==> src/rtl/idx_seq_pkg.sv <==
package idx_seq_pkg;
    localparam int ADDR_W = 16;
    localparam int DATA_W = 8;
    localparam int STEP_W = 3;

    typedef enum logic [2:0] {
        CL_LOAD   = 3'd0,
        CL_STORE  = 3'd1,
        CL_ARITH  = 3'd2,
        CL_CALL   = 3'd3,
        CL_BITMOD = 3'd4,
        CL_BITBR  = 3'd5
    } cls_e;

    typedef enum logic [3:0] {
        K_PROG,
        K_OFF,
        K_DUM,
        K_RD_EA,
        K_RD_EA1,
        K_WR_EA_HI,
        K_WR_EA1_LO,
        K_WR_SP,
        K_WR_SP1,
        K_WR_EA
    } kind_e;

    typedef struct packed {
        logic              busy;
        logic [STEP_W-1:0] step;
        cls_e              cls;
        logic              pfx;
        logic [ADDR_W-1:0] cur;
        logic [ADDR_W-1:0] x;
        logic [ADDR_W-1:0] sp;
        logic [DATA_W-1:0] off;
    } seq_st_t;
endpackage

==> src/rtl/idx_step_decode.sv <==
module idx_step_decode
    import idx_seq_pkg::*;
#(
    parameter int SW = STEP_W
) (
    input  cls_e          cls,
    input  logic          pfx,
    input  logic [SW-1:0] step,
    output kind_e         kind,
    output logic          last
);
    localparam int LW = SW + 1;

    logic [SW-1:0] s;
    logic          pfx_slot;
    logic [LW-1:0] base_len;

    always_comb begin
        s        = step;
        pfx_slot = 1'b0;
        if (pfx) begin
            if (step == SW'(1)) pfx_slot = 1'b1;
            else if (step > SW'(1)) s = step - SW'(1);
        end

        case (cls)
            CL_LOAD, CL_STORE:  base_len = LW'(5);
            CL_ARITH, CL_CALL:  base_len = LW'(6);
            default:            base_len = LW'(7);
        endcase
        last = ({1'b0, step} == (base_len + LW'(pfx) - LW'(1)));

        kind = K_DUM;
        if (pfx_slot) begin
            kind = K_PROG;
        end else begin
            case (s)
                SW'(0): kind = K_PROG;
                SW'(1): kind = K_OFF;
                SW'(2): kind = K_DUM;
                SW'(3): kind = (cls == CL_STORE) ? K_WR_EA_HI : K_RD_EA;
                SW'(4): begin
                    case (cls)
                        CL_STORE:              kind = K_WR_EA1_LO;
                        CL_CALL:               kind = K_WR_SP;
                        CL_BITMOD, CL_BITBR:   kind = K_PROG;
                        default:               kind = K_RD_EA1;
                    endcase
                end
                SW'(5): begin
                    case (cls)
                        CL_CALL:  kind = K_WR_SP1;
                        CL_BITBR: kind = K_PROG;
                        default:  kind = K_DUM;
                    endcase
                end
                SW'(6): kind = (cls == CL_BITMOD) ? K_WR_EA : K_DUM;
                default: kind = K_DUM;
            endcase
        end
    end
endmodule

==> src/rtl/idx_addr_mux.sv <==
module idx_addr_mux
    import idx_seq_pkg::*;
#(
    parameter int AW = ADDR_W,
    parameter int DW = DATA_W
) (
    input  logic          active,
    input  kind_e         kind,
    input  logic [AW-1:0] cur,
    input  logic [AW-1:0] x,
    input  logic [DW-1:0] off,
    input  logic [AW-1:0] sp,
    input  logic [2*DW-1:0] reg_data,
    output logic [AW-1:0] ea,
    output logic [AW-1:0] addr,
    output logic          rw,
    output logic [DW-1:0] dout
);
    localparam logic [AW-1:0] DUMMY_ADDR = '1;

    logic [AW-1:0] ea1;

    assign ea  = x + {{(AW-DW){1'b0}}, off};
    assign ea1 = ea + AW'(1);

    always_comb begin
        addr = DUMMY_ADDR;
        rw   = 1'b1;
        dout = '0;
        if (active) begin
            case (kind)
                K_PROG, K_OFF: addr = cur;
                K_DUM:         addr = DUMMY_ADDR;
                K_RD_EA:       addr = ea;
                K_RD_EA1:      addr = ea1;
                K_WR_EA_HI: begin
                    addr = ea;
                    rw   = 1'b0;
                    dout = reg_data[2*DW-1:DW];
                end
                K_WR_EA1_LO: begin
                    addr = ea1;
                    rw   = 1'b0;
                    dout = reg_data[DW-1:0];
                end
                K_WR_EA: begin
                    addr = ea;
                    rw   = 1'b0;
                    dout = reg_data[DW-1:0];
                end
                K_WR_SP: begin
                    addr = sp;
                    rw   = 1'b0;
                    dout = cur[DW-1:0];
                end
                K_WR_SP1: begin
                    addr = sp - AW'(1);
                    rw   = 1'b0;
                    dout = cur[AW-1:AW-DW];
                end
                default: addr = DUMMY_ADDR;
            endcase
        end
    end
endmodule

==> src/rtl/idx_bus_seq.sv <==
module idx_bus_seq
    import idx_seq_pkg::*;
#(
    parameter int AW = ADDR_W,
    parameter int DW = DATA_W
) (
    input  logic          clk,
    input  logic          rst_n,
    input  logic          start,
    input  logic [2:0]    iclass,
    input  logic          prefix,
    input  logic [AW-1:0] pc_in,
    input  logic [AW-1:0] x_in,
    input  logic [AW-1:0] sp_in,
    input  logic [2*DW-1:0] reg_data,
    input  logic [DW-1:0] din,
    output logic [AW-1:0] addr,
    output logic          rw,
    output logic [DW-1:0] dout,
    output logic          busy,
    output logic          done,
    output logic [AW-1:0] pc_out,
    output logic [AW-1:0] sp_out
);
    seq_st_t st_q, st_d;
    kind_e   kind;
    logic    last;
    logic [AW-1:0] ea;
    cls_e    cls_in;

    assign cls_in = (iclass > 3'd5) ? CL_LOAD : cls_e'(iclass);

    idx_step_decode #(.SW(STEP_W)) u_dec (
        .cls  (st_q.cls),
        .pfx  (st_q.pfx),
        .step (st_q.step),
        .kind (kind),
        .last (last)
    );

    idx_addr_mux #(.AW(AW), .DW(DW)) u_mux (
        .active   (st_q.busy),
        .kind     (kind),
        .cur      (st_q.cur),
        .x        (st_q.x),
        .off      (st_q.off),
        .sp       (st_q.sp),
        .reg_data (reg_data),
        .ea       (ea),
        .addr     (addr),
        .rw       (rw),
        .dout     (dout)
    );

    always_comb begin
        st_d = st_q;
        if (!st_q.busy) begin
            if (start) begin
                st_d.busy = 1'b1;
                st_d.step = '0;
                st_d.cls  = cls_in;
                st_d.pfx  = prefix;
                st_d.cur  = pc_in;
                st_d.x    = x_in;
                st_d.sp   = sp_in;
                st_d.off  = '0;
            end
        end else begin
            if (kind == K_PROG || kind == K_OFF) st_d.cur = st_q.cur + AW'(1);
            if (kind == K_OFF) st_d.off = din;
            if (last) st_d.busy = 1'b0;
            else      st_d.step = st_q.step + STEP_W'(1);
        end
    end

    always_ff @(posedge clk or negedge rst_n) begin
        if (!rst_n) begin
            st_q <= '{busy: 1'b0, step: '0, cls: CL_LOAD, pfx: 1'b0,
                      cur: '0, x: '0, sp: '0, off: '0};
        end else begin
            st_q <= st_d;
        end
    end

    assign busy   = st_q.busy;
    assign done   = st_q.busy && last;
    assign pc_out = (st_q.cls == CL_CALL) ? ea : st_q.cur;
    assign sp_out = (st_q.cls == CL_CALL) ? st_q.sp - AW'(2) : st_q.sp;

    // the first bus cycle reads the PC captured at start
    p_first_fetch_r1: assert property (@(posedge clk) disable iff (!rst_n)
        $rose(busy) |-> (addr == $past(pc_in)) && rw);

    // dummy cycles are reads of the all-ones address
    p_dummy_read_r12: assert property (@(posedge clk) disable iff (!rst_n)
        (busy && kind == K_DUM) |-> (rw && addr == '1));

    // done lasts a single cycle
    p_done_pulse_r10: assert property (@(posedge clk) disable iff (!rst_n)
        done |=> !done);

    // an active sequence advances one step per cycle whatever start does
    p_advance_r11: assert property (@(posedge clk) disable iff (!rst_n)
        (busy && !done) |=> busy && (st_q.step == $past(st_q.step) + STEP_W'(1)));

    // captured operands hold while busy
    p_hold_r11: assert property (@(posedge clk) disable iff (!rst_n)
        (busy && !done) |=> $stable(st_q.x) && $stable(st_q.cls) && $stable(st_q.sp));

    // bit test and branch never writes
    p_no_write_r8: assert property (@(posedge clk) disable iff (!rst_n)
        (busy && st_q.cls == CL_BITBR) |-> rw);

    // no write occurs while idle
    p_idle_read_r12: assert property (@(posedge clk) disable iff (!rst_n)
        !busy |-> rw);
endmodule

==> config.mk <==
export PLATFORM = sky130hd
export DESIGN_NAME = idx_bus_seq
export DESIGN_NICKNAME = d
export VERILOG_FILES = /design/src/rtl/idx_seq_pkg.sv /design/src/rtl/idx_step_decode.sv /design/src/rtl/idx_addr_mux.sv /design/src/rtl/idx_bus_seq.sv
export SDC_FILE = /design/constraint.sdc
export NUM_CORES = 1
export LEC_CHECK = 0
export ABC_CLOCK_PERIOD_IN_PS = 3700
export BUFFER_PORTS_ARGS = -buffer_cell sky130_fd_sc_hd__buf_2
export CORE_ASPECT_RATIO = 1.1
export CORE_UTILIZATION = 44
export CTS_CLUSTER_SIZE = 20
export DETAILED_ROUTE_END_ITERATION = 7
export GPL_TIMING_DRIVEN = 0
export PLACE_DENSITY = 0.71
export RECOVER_POWER = 25
export SLEW_MARGIN = 20
export SYNTH_ARGS = -nofsm -noshare
export SYNTH_HDL_FRONTEND = slang
export SYNTH_SLANG_ARGS = --single-unit
==> constraint.sdc <==
create_clock -name clk -period 3.7 [get_ports clk]
set_clock_uncertainty 0.2 [all_clocks]
set_input_delay 0.555 -clock clk [delete_from_list [all_inputs] [get_ports clk]]
set_output_delay 0.555 -clock clk [all_outputs]
set_load 0.01 [all_outputs]
## Yosys cells after proc, flatten, opt, wreduce, memory -nomap -nowiden

Cells that the tools add are included.

| storage, ports and cells | value |
|---|---|
| output and inout bits | 59 |
| input bits | 79 |
| flip-flop bits (word level) | 64 |
| logic and storage cells | 90 |

| cells by class | value |
|---|---|
| order comparisons | 2 |
| muxes and demuxes | 29 |
| eq/ne operators | 23 |
| reductions and logical operators | 18 |
| bitwise operators | 1 |
| add/subtract/negate cells | 9 |

Operators by type and width:

| kind | count |
|---|---|
| $mux W16 | 5 |
| $pmux W16 S5 | 1 |
| $mux W64 | 1 |
| $add A16 B1 Y16 const B | 2 |
| $pmux W8 S4 | 1 |
| $mux W8 | 3 |
| $pmux W4 S6 | 1 |
| $mux W3 | 6 |
| $add A16 B8 Y16 | 1 |
| $eq A4 B3 Y1 const B | 4 |
| $sub A16 B1 Y16 const B | 1 |
| $sub A16 B2 Y16 const B | 1 |
| $eq A3 B3 Y1 const B | 5 |
| $mux W4 | 3 |
| $reduce_or A2 Y1 | 6 |
| $eq A3 B1 Y1 const B | 3 |
| $eq A3 B2 Y1 const B | 3 |
| $pmux W3 S3 | 1 |
| $eq A4 B4 Y1 const B | 2 |
| $pmux W4 S2 | 1 |
| $reduce_and A2 Y1 | 4 |
| $logic_not A3 Y1 | 2 |
| $mux W1 | 5 |
| $reduce_or A5 Y1 | 1 |
| other kinds (18) | 19 |

## Logic depth before layout (Yosys ltp)

Gate-level depths: netlist of the first run.

| logic depth | value |
|---|---|
| depth in word-level cells | 11 |
| depth in mapped cells | 13 |

## Hierarchy

A second synthesis of the first run with hierarchy kept.

| unflattened totals | value |
|---|---|
| cells, all modules | 722 |
| area, all modules | 5596.6 sq um |

By module, submodules not included:

| module | area each (sq um) | cells each | instances |
|---|---|---|---|
| idx_bus_seq | 3250.6 | 368 | 1 |
| idx_addr_mux | 1914.3 | 297 | 1 |
| idx_step_decode | 431.7 | 57 | 1 |

## Worst setup path before layout of the first run

OpenSTA, ideal clock, no wires.

| timing path | value |
|---|---|
| path kind | reg2out |
| start | register st_q[0] in the netlist's numbering |
| end | output addr[14] |
| stages on the path, launching flop included | 11 |
| arrival | 3176 ps |
| setup slack | -231 ps |
| cells stage by stage | dfrtp_1 > ha_1 > fa_1 > a211oi_1 > nor2_1 > nor4_1 > nand4_1 > or4_1 > nand3b_1 > xor2_1 > o211ai_1 |

| between the ends | value |
|---|---|
| cells in the longest elaborated chain, start to end | 4 |

Ends and longest elaborated chain:

| element | line | source |
|---|---|---|
| start: declaration | idx_bus_seq.sv:25 | `seq_st_t st_q, st_d;` |
| start signal: assignment | idx_bus_seq.sv:78 | `st_q <= '{busy: 1'b0, step: '0, cls: CL_LOAD, pfx: 1'b0,` |
| start signal: assignment | idx_bus_seq.sv:81 | `st_q <= st_d;` |
| $add A16 B8 Y16 * | idx_addr_mux.sv:23 | `assign ea = x + {{(AW-DW){1'b0}}, off};` |
| $add A16 B1 Y16 | idx_addr_mux.sv:24 | `assign ea1 = ea + AW'(1);` |
| $pmux W16 S5 * | idx_addr_mux.sv:31 | `case (kind)` |
| $mux W16 * | idx_addr_mux.sv:30 | `if (active) begin` |
| end: declaration | idx_bus_seq.sv:17 | `output logic [AW-1:0] addr,` |

Mark *: on every way between the ends. The rest lies on a longest branch, timed or not.

## Final worst setup path of the first run

| timing path | value |
|---|---|
| start | register st_q[61] in the netlist's numbering |
| end | output addr[8] |

| between the ends | value |
|---|---|
| cells in the longest elaborated chain, start to end | 11 |

Ends and longest elaborated chain:

| element | line | source |
|---|---|---|
| $sub A3 B1 Y3 or $gt A3 B1 Y1 (tied branches) | idx_step_decode.sv:23 | `else if (step > SW'(1)) s = step - SW'(1);` |
| $mux W3 | idx_step_decode.sv:23 |  |
| $mux W3 | idx_step_decode.sv:22 | `if (step == SW'(1)) pfx_slot = 1'b1;` |
| $mux W3 | idx_step_decode.sv:21 | `if (pfx) begin` |
| $eq A3 B3 Y1 (tied with other cells) | idx_step_decode.sv:37 | `case (s)` |
| $pmux W4 S6 | idx_step_decode.sv:37 |  |
| $mux W4 * | idx_step_decode.sv:34 | `if (pfx_slot) begin` |
| $eq A4 B2 Y1 (tied with other cells) | idx_addr_mux.sv:31 |  |
| $reduce_or A3 Y1 (no source line) (tied with other cells) | - |  |
| $pmux W16 S5 * | idx_addr_mux.sv:31 |  |
| $mux W16 * | idx_addr_mux.sv:30 |  |

Marks and branches as above.

==> summary.log, run 1 <==
[critical_path] cell class contributing the biggest share of worst-path delay compound AO/OA/AOI/OAI gates
[drt] # DRC 0
[synthesis] number of storage elements in the synthesis netlist 64
[critical_path] Critical Path Fanout Max 6
[synthesis] sequential element share of the synthesized area 29.2%
[grt] maximum number of pins on one net before global-route repair 37
[critical_path] crit path buf inv count 3
[drt] initial detailed-routing violation count 675
[critical_path] Worst Path Required 2.94 ns
[synthesis] area of the mapped netlist 0.00549 sq mm
[outcome] outcome finished, violations left
[worst_hold_path] Cells on Worst Hold Path 3
[grt] leftover overflow at the end of global routing 0
[timing] PnR worst setup slack -0.624 ns
[finish] Final Instance Count excl. Fillers 1090
[timing] max_slew headroom -15.1%
[grt] initial antenna violation count 0
[critical_path] cells along the critical path inv_4, ha_4, or4b_4, a211oi_4, o21bai_2, mux2i_1, a21oi_1, a311o_2, o31a_1, buf_6, o211ai_1, buf_2
[worst_hold_path] type of the tightest min-delay check primary input to flip-flop
[grt] global-route wire length before repair 31700 um
[synthesis] count of flip-flops with a built-in enable after synthesis 0
[timing] Fin Setup TNS -11.12 ns
[power_and_ir_drop] pwr dens 1180 mW/mm^2
[placement] Inst Count DP 1021
[timing] RSZ-0062 raised after global routing true
[cts] insertion delay to the later sink of the worst-skew pair 0.34 ns
[drt] post-DR vias/cell 6.03
[finish] Area Overhead vs Synth 40.4%
[drt] final wirelength 20600 um
[critical_path] depth of the critical timing path with buffers and inverters included 12
[synthesis] unique cell type count in the Yosys netlist 68
[timing] Max Clk Rate 231 MHz
[synthesis] dominant cell by count in the synthesized netlist sky130_fd_sc_hd__nand2_1
[cts] clock transition time at the flip-flop clock pins of the worst setup and hold paths 0.06 ns
[synthesis] most frequent cells after synthesis sky130_fd_sc_hd__nand2_1, sky130_fd_sc_hd__dfrtp_1, sky130_fd_sc_hd__nor2_1, sky130_fd_sc_hd__o21ai_0, sky130_fd_sc_hd__clkbuf_1
[timing] post-layout min period 4.32 ns
[floorplanning] core area 0.0121 sq mm
[drt] average routed wire per standard cell 18.9 um
[floorplanning] ports placed on the boundary 138
[placement] IO Port Bufs 137
[synthesis] dominant cells by area after synthesis sky130_fd_sc_hd__dfrtp_1, sky130_fd_sc_hd__nand2_1, sky130_fd_sc_hd__xnor2_1
[run] Max Cap Viol 1
[synthesis] Gate Count Post-Synth 729
[critical_path] logic depth of the worst register-to-register path 14
[floorplanning] floorplan die height 119 um
[floorplanning] effective utilization at floorplan 45.4%
[drt] antenna-violating nets left 0
[synthesis] Warnings, synthesis 0
[finish] final layout net count 1030
[timing] part of the cycle the worst path needs 117%
[synthesis] net count after synthesis 827
[finish] diode insertion count for antenna repair 0
[critical_path] library cell contributing the largest single delay on the critical path sky130_fd_sc_hd__or4b_4
[synthesis] proportion of netlist area held by the largest area contributor 29.2%
[power_and_ir_drop] leakage power 3.49 nW
[placement] placer's final routability congestion estimate 0.942
[critical_path] worst endpoint data arrival time 3.57 ns
[cts] cell chosen for the clock root sky130_fd_sc_hd__clkbuf_16
[synthesis] cell accounting for the most synthesized area sky130_fd_sc_hd__dfrtp_1
[finish] ratio of cells with drive above 1 in the final layout 32.6%
[placement] detailed-placement wirelength estimate 14700 um
[timing] total setup violations reported at the end of the flow 25
[cts] TritonCTS clock tree done
[synthesis] synthesized area per cell 7.53 sq um
[floorplanning] number of placement rows 42
[cts] number of buffers on the longest clock path 2
[power_and_ir_drop] worst voltage drop across the vdd grid 0.000696 V
[synthesis] share of flip-flops with an asynchronous set or reset after synthesis 100%
[grt] via count of the first global-routing pass 6069
[floorplanning] die footprint 0.0129 sq mm
[critical_path] type of the worst setup path flip-flop to output port
[synthesis] predominant post-synthesis flop cell sky130_fd_sc_hd__dfrtp_1
[drt] number of iterations in the first detailed-routing pass 8
[timing] final number of hold-violating endpoints 0
[timing] slew at the pin with the worst max-slew slack 1.73 ns
[floorplanning] die width 109 um
[critical_path] Worst setup EP type output port
[critical_path] crit start category flip-flop
[cts] number of buffers inserted during clock tree synthesis 9
[cts] clk sinks 64
[critical_path] Slowest Stage Delay on Critical Path 0.55 ns
[outcome] violated checks max-capacitance violations, max-slew violations, negative setup slack
[drt] detailed-route via count 6577
[cts] H-tree levels 3
[timing] number of pins with negative max-slew slack in the final report 30
[grt] GR Util All Layers 32.2%
## per-stage QoR
step	utilization [%]	hold WS, ns	total power, mW	cell area, sq um	setup slack (ns)
finish	63.8	0.210	9.07	7710	-0.624
global placement	53.2	0.266	6.08	6430	-0.735
global route	63.8	0.216	9.59	7710	-0.664
CTS	61.3	0.203	8.30	7400	-0.545
floorplan	-	0.0594	4.51	5550	-0.00444
detailed placement	53.4	0.274	6.13	6450	-0.762
## metal layers
metal / vias to the layer above / global-route usage [%] / wire (um)
li1: 3033 / - / -
met1: 3091 / 43.3 / 8440
met2: 375 / 49.8 / 9480
met3: 78 / 4.65 / 1660
met4: 0 / 16.3 / 1060
met5: - / 0 / 0
## worst min-delay path, stage by stage
cell	delay (ns)
sky130_fd_sc_hd__buf_2	0.07
sky130_fd_sc_hd__nand2_1	0.04
sky130_fd_sc_hd__nand2_1	0.04
## cells by family (layout without fill, tap and decap cells)
logic type,count (synthesis),in the layout,synth area share [%]
compound gates,178,178,22.9
simple gates,355,355,30.4
mux,7,7,1.41
flops,64,64,29.2
fa+ha+maj,19,19,4.47
buf+inv,61,268,4.47
xor+xnor,45,45,7.18
## sequential cells by signal, summed over array words and instances, names as in the netlist
name	cells
st_q	63
busy	1
## final cells by class
type	instances	area, sq um
Tap cell	154	193
Timing Repair Buffer	193	1160
Fill cell	1100	4380
Clock inverter	3	17.5
Clock buffer	12	256
Multi-Input combinational cell	604	4180
Inverter	19	73.8
Buffer	41	221
Sequential cell	64	1600
## report_power, final
part / internal [mW] / switching (mW) / total, mW
combinational: 3.05 / 3.71 / 6.76
clock: 0.484 / 0.306 / 0.790
sequential: 1.01 / 0.506 / 1.52
## what timing repair did
item                                    CTS  global route
pin swaps                                38            23
hold buffers                              1             0
endpoints found under the setup margin   48            47
hold endpoints to repair                 28             0
buffers inserted                         30            21
cloned                                    3             0
gates resized for setup                  87            33
## worst paths after layout
kind | slack, ns | to | from
hold reg to reg | 0.29 | st_q[31] | st_q[31]
min in group asynchronous | 1.01 | st_q[12] | rst_n
setup reg to reg | 0.06 | st_q[53] | st_q[61]
hold / removal | 0.21 | st_q[30] | x_in[6]
setup / recovery | -0.62 | addr[8] | st_q[61]
max in group asynchronous | 0.62 | st_q[24] | rst_n
## layout by cell type, fill, tap and decap left out, drive strengths merged, types with 18 or more instances in the layout
master	Yosys	layout
o21ai	44	44
nand2	176	176
nor3	19	19
nand3	24	24
xor2	18	18
xnor2	27	27
dfrtp	64	64
inv	19	19
ha	18	18
buf	10	200
clkbuf	32	45
a21oi	29	29
nor2	45	45
Note: power is estimated with default switching activity, not from simulation.
==> run 2, diff against run 1 <==
--- a/config.mk
+++ b/config.mk
@@ -7,13 +7,14 @@
 export LEC_CHECK = 0
 export ABC_CLOCK_PERIOD_IN_PS = 3700
 export BUFFER_PORTS_ARGS = -buffer_cell sky130_fd_sc_hd__buf_2
+export CAP_MARGIN = 0
 export CORE_ASPECT_RATIO = 1.1
 export CORE_UTILIZATION = 44
 export CTS_CLUSTER_SIZE = 20
 export DETAILED_ROUTE_END_ITERATION = 7
 export GPL_TIMING_DRIVEN = 0
 export PLACE_DENSITY = 0.71
-export RECOVER_POWER = 25
+export RECOVER_POWER = 100
 export SLEW_MARGIN = 20
 export SYNTH_ARGS = -nofsm -noshare
 export SYNTH_HDL_FRONTEND = slang
==> summary.log, run 2 (same netlist as run 1, synthesis figures left out) <==
[floorplanning] effective utilization at floorplan 45.4% [unchanged]
[critical_path] worst endpoint data arrival time 3.54 ns [-0.03 ns]
[placement] detailed-placement wirelength estimate 14700 um [unchanged]
[placement] Inst Count DP 1021 [unchanged]
[timing] PnR worst setup slack -0.593 ns [+0.0304 ns]
[drt] average routed wire per standard cell 18.9 um [about the same]
[critical_path] Worst Path Required 2.94 ns [about the same]
[grt] maximum number of pins on one net before global-route repair 37 [unchanged]
[drt] # DRC 0 [unchanged]
[timing] total setup violations reported at the end of the flow 29 [+16%]
[power_and_ir_drop] leakage power 3.46 nW [-0.89%]
[critical_path] cells along the critical path inv_4, ha_4, or4b_4, a211oi_4, o21bai_2, mux2i_1, a21oi_1, a311o_2, o31a_1, buf_6, o211ai_1, buf_2
[drt] final wirelength 20600 um [about the same]
[grt] leftover overflow at the end of global routing 0 [unchanged]
[timing] final number of hold-violating endpoints 0 [unchanged]
[placement] placer's final routability congestion estimate 0.942 [unchanged]
[finish] final layout net count 1030 [unchanged]
[cts] clk sinks 64 [unchanged]
[timing] RSZ-0062 raised after global routing true
[floorplanning] die footprint 0.0129 sq mm [unchanged]
[finish] ratio of cells with drive above 1 in the final layout 31.3% [-1.3 points]
[finish] register name with the most flops st_q
[grt] global-route wire length before repair 31700 um [unchanged]
[timing] post-layout min period 4.29 ns [-0.0304 ns]
[cts] cell chosen for the clock root sky130_fd_sc_hd__clkbuf_16
[finish] leading cell type in the layout, fill and taps excluded sky130_fd_sc_hd__nand2_1
[run] Max Cap Viol 1 [unchanged]
[timing] Max Clk Rate 233 MHz [+0.71%]
[timing] max_slew headroom -13.2% [+1.9 points]
[finish] final standard cell utilization of the core 63.6% [-0.19 points]
[finish] Filler Cells Inserted 1107 [+0.64%]
[timing] slew at the pin with the worst max-slew slack 1.70 ns [-0.0290 ns]
[cts] H-tree levels 3 [unchanged]
[cts] insertion delay to the later sink of the worst-skew pair 0.34 ns [about the same]
[cts] number of buffers on the longest clock path 2 [unchanged]
[timing] Fin Setup TNS -11.87 ns [-0.755 ns]
[floorplanning] floorplan die height 119 um [unchanged]
[outcome] outcome finished, violations left
[cts] number of buffers inserted during clock tree synthesis 9 [unchanged]
[finish] Area Overhead vs Synth 40.0%
[critical_path] Critical Path Fanout Max 5 [-1]
[finish] diode insertion count for antenna repair 0 [unchanged]
[grt] initial antenna violation count 0 [unchanged]
[grt] busiest layer in global routing met2
[drt] detailed-route via count 6640 [+0.96%]
[finish] number of flip-flops in the largest register 63 [unchanged]
[drt] post-DR vias/cell 6.09 [+0.96%]
[critical_path] type of the worst setup path flip-flop to output port
[timing] number of pins with negative max-slew slack in the final report 30 [unchanged]
[grt] GR Util All Layers 32.2% [unchanged]
[grt] met2 track utilization from global routing 49.8% [unchanged]
[drt] initial detailed-routing violation count 686 [+1.6%]
[floorplanning] die width 109 um [unchanged]
[critical_path] Slowest Stage Delay on Critical Path 0.55 ns [about the same]
[critical_path] Worst setup EP type output port
[drt] antenna-violating nets left 0 [unchanged]
[placement] IO Port Bufs 137 [unchanged]
[grt] via count of the first global-routing pass 6069 [unchanged]
[critical_path] library cell contributing the largest single delay on the critical path sky130_fd_sc_hd__or4b_4
[floorplanning] number of placement rows 42 [unchanged]
[power_and_ir_drop] post-layout power 9.05 mW [-0.18%]
[power_and_ir_drop] worst voltage drop across the vdd grid 0.000687 V [-1.3%]
[floorplanning] ports placed on the boundary 138 [unchanged]
[timing] part of the cycle the worst path needs 116% [-0.82 points]
[worst_hold_path] type of the tightest min-delay check primary input to flip-flop
[finish] highest-count cells in the layout ignoring fill and taps sky130_fd_sc_hd__nand2_1, sky130_fd_sc_hd__buf_2, sky130_fd_sc_hd__dfrtp_1
[finish] Final Instance Count excl. Fillers 1090 [unchanged]
[cts] clock transition time at the flip-flop clock pins of the worst setup and hold paths 0.06 ns [about the same]
[grt] grt met3 use 4.65% [unchanged]
[drt] number of iterations in the first detailed-routing pass 8 [unchanged]
[floorplanning] core area 0.0121 sq mm [unchanged]
[grt] GR Layer Usage met1 43.3% [unchanged]
[outcome] violated checks max-capacitance violations, max-slew violations, negative setup slack
[critical_path] crit start category flip-flop
[timing] tightest hold margin 0.209 ns [-0.00139 ns]
[power_and_ir_drop] pwr dens 1180 mW/mm^2 [+0.11%]
[cts] TritonCTS clock tree done
## run 2: cell types whose count changed in the layout (fill, tap and decap cells not counted), sizes merged
cell | previous run | this run
buf | 200 | 188
clkbuf | 45 | 57
## run 2: final cells by class
class                           instances  area (sq um)  area share (%)
Timing Repair Buffer                  193          1150            15.0
Clock buffer                           12           256            3.34
Clock inverter                          3          17.5           0.228
Sequential cell                        64          1600            20.9
Multi-Input combinational cell        604          4170            54.3
Inverter                               19          73.8           0.960
Tap cell                              154           193            2.51
Buffer                                 41           220            2.86
## run 2: per-stage QoR
stage	setup WS, ns	cell area [sq um]
floorplan	-0.00444	5550
global placement	-0.735	6430
detailed placement	-0.762	6450
CTS	-0.545	7400
global route	-0.664	7690
finish	-0.593	7690
## run 2: repair_timing
action / in CTS / in global routing
pin swaps: 38 / 23
cloned: 3 / 0
resized for setup: 87 / 33
endpoints found under the hold margin: 28 / 0
endpoints found under the setup margin: 48 / 47
hold buffers: 1 / 0
buffers inserted: 30 / 21
## run 2: path summary, 6_finish.rpt
path,from,endpoint,slack [ns],cells past startpoint
max,st_q[61],addr[13],-0.59,12
min reg2reg,st_q[31],st_q[31],0.28,2
min,x_in[6],st_q[30],0.21,3
max reg2reg,st_q[56],st_q[53],0.03,11
min in group asynchronous,rst_n,st_q[12],1.00,2
max in group asynchronous,rst_n,st_q[24],0.64,3
## run 2: worst max-delay path: cells and delay by family (launching register included)
kind / cells / cell delay (ns)
mux: 1 / 0.26
simple gates: 1 / 0.55
compound gates: 6 / 1.39
flops: 1 / 0.40
buf+inv: 3 / 0.42
fa+ha+maj: 1 / 0.17
## run 2: routing by layer
layer	vias to the layer above	wire length, um
met3	85	1600
met1	3127	8420
met4	0	1060
li1	3034	-
met5	-	0
met2	394	9560
## run 2: where the power goes
group	switching (mW)	internal [mW]	total, mW
registers	0.504	1.01	1.52
logic	3.71	3.03	6.74
clock network	0.308	0.484	0.792
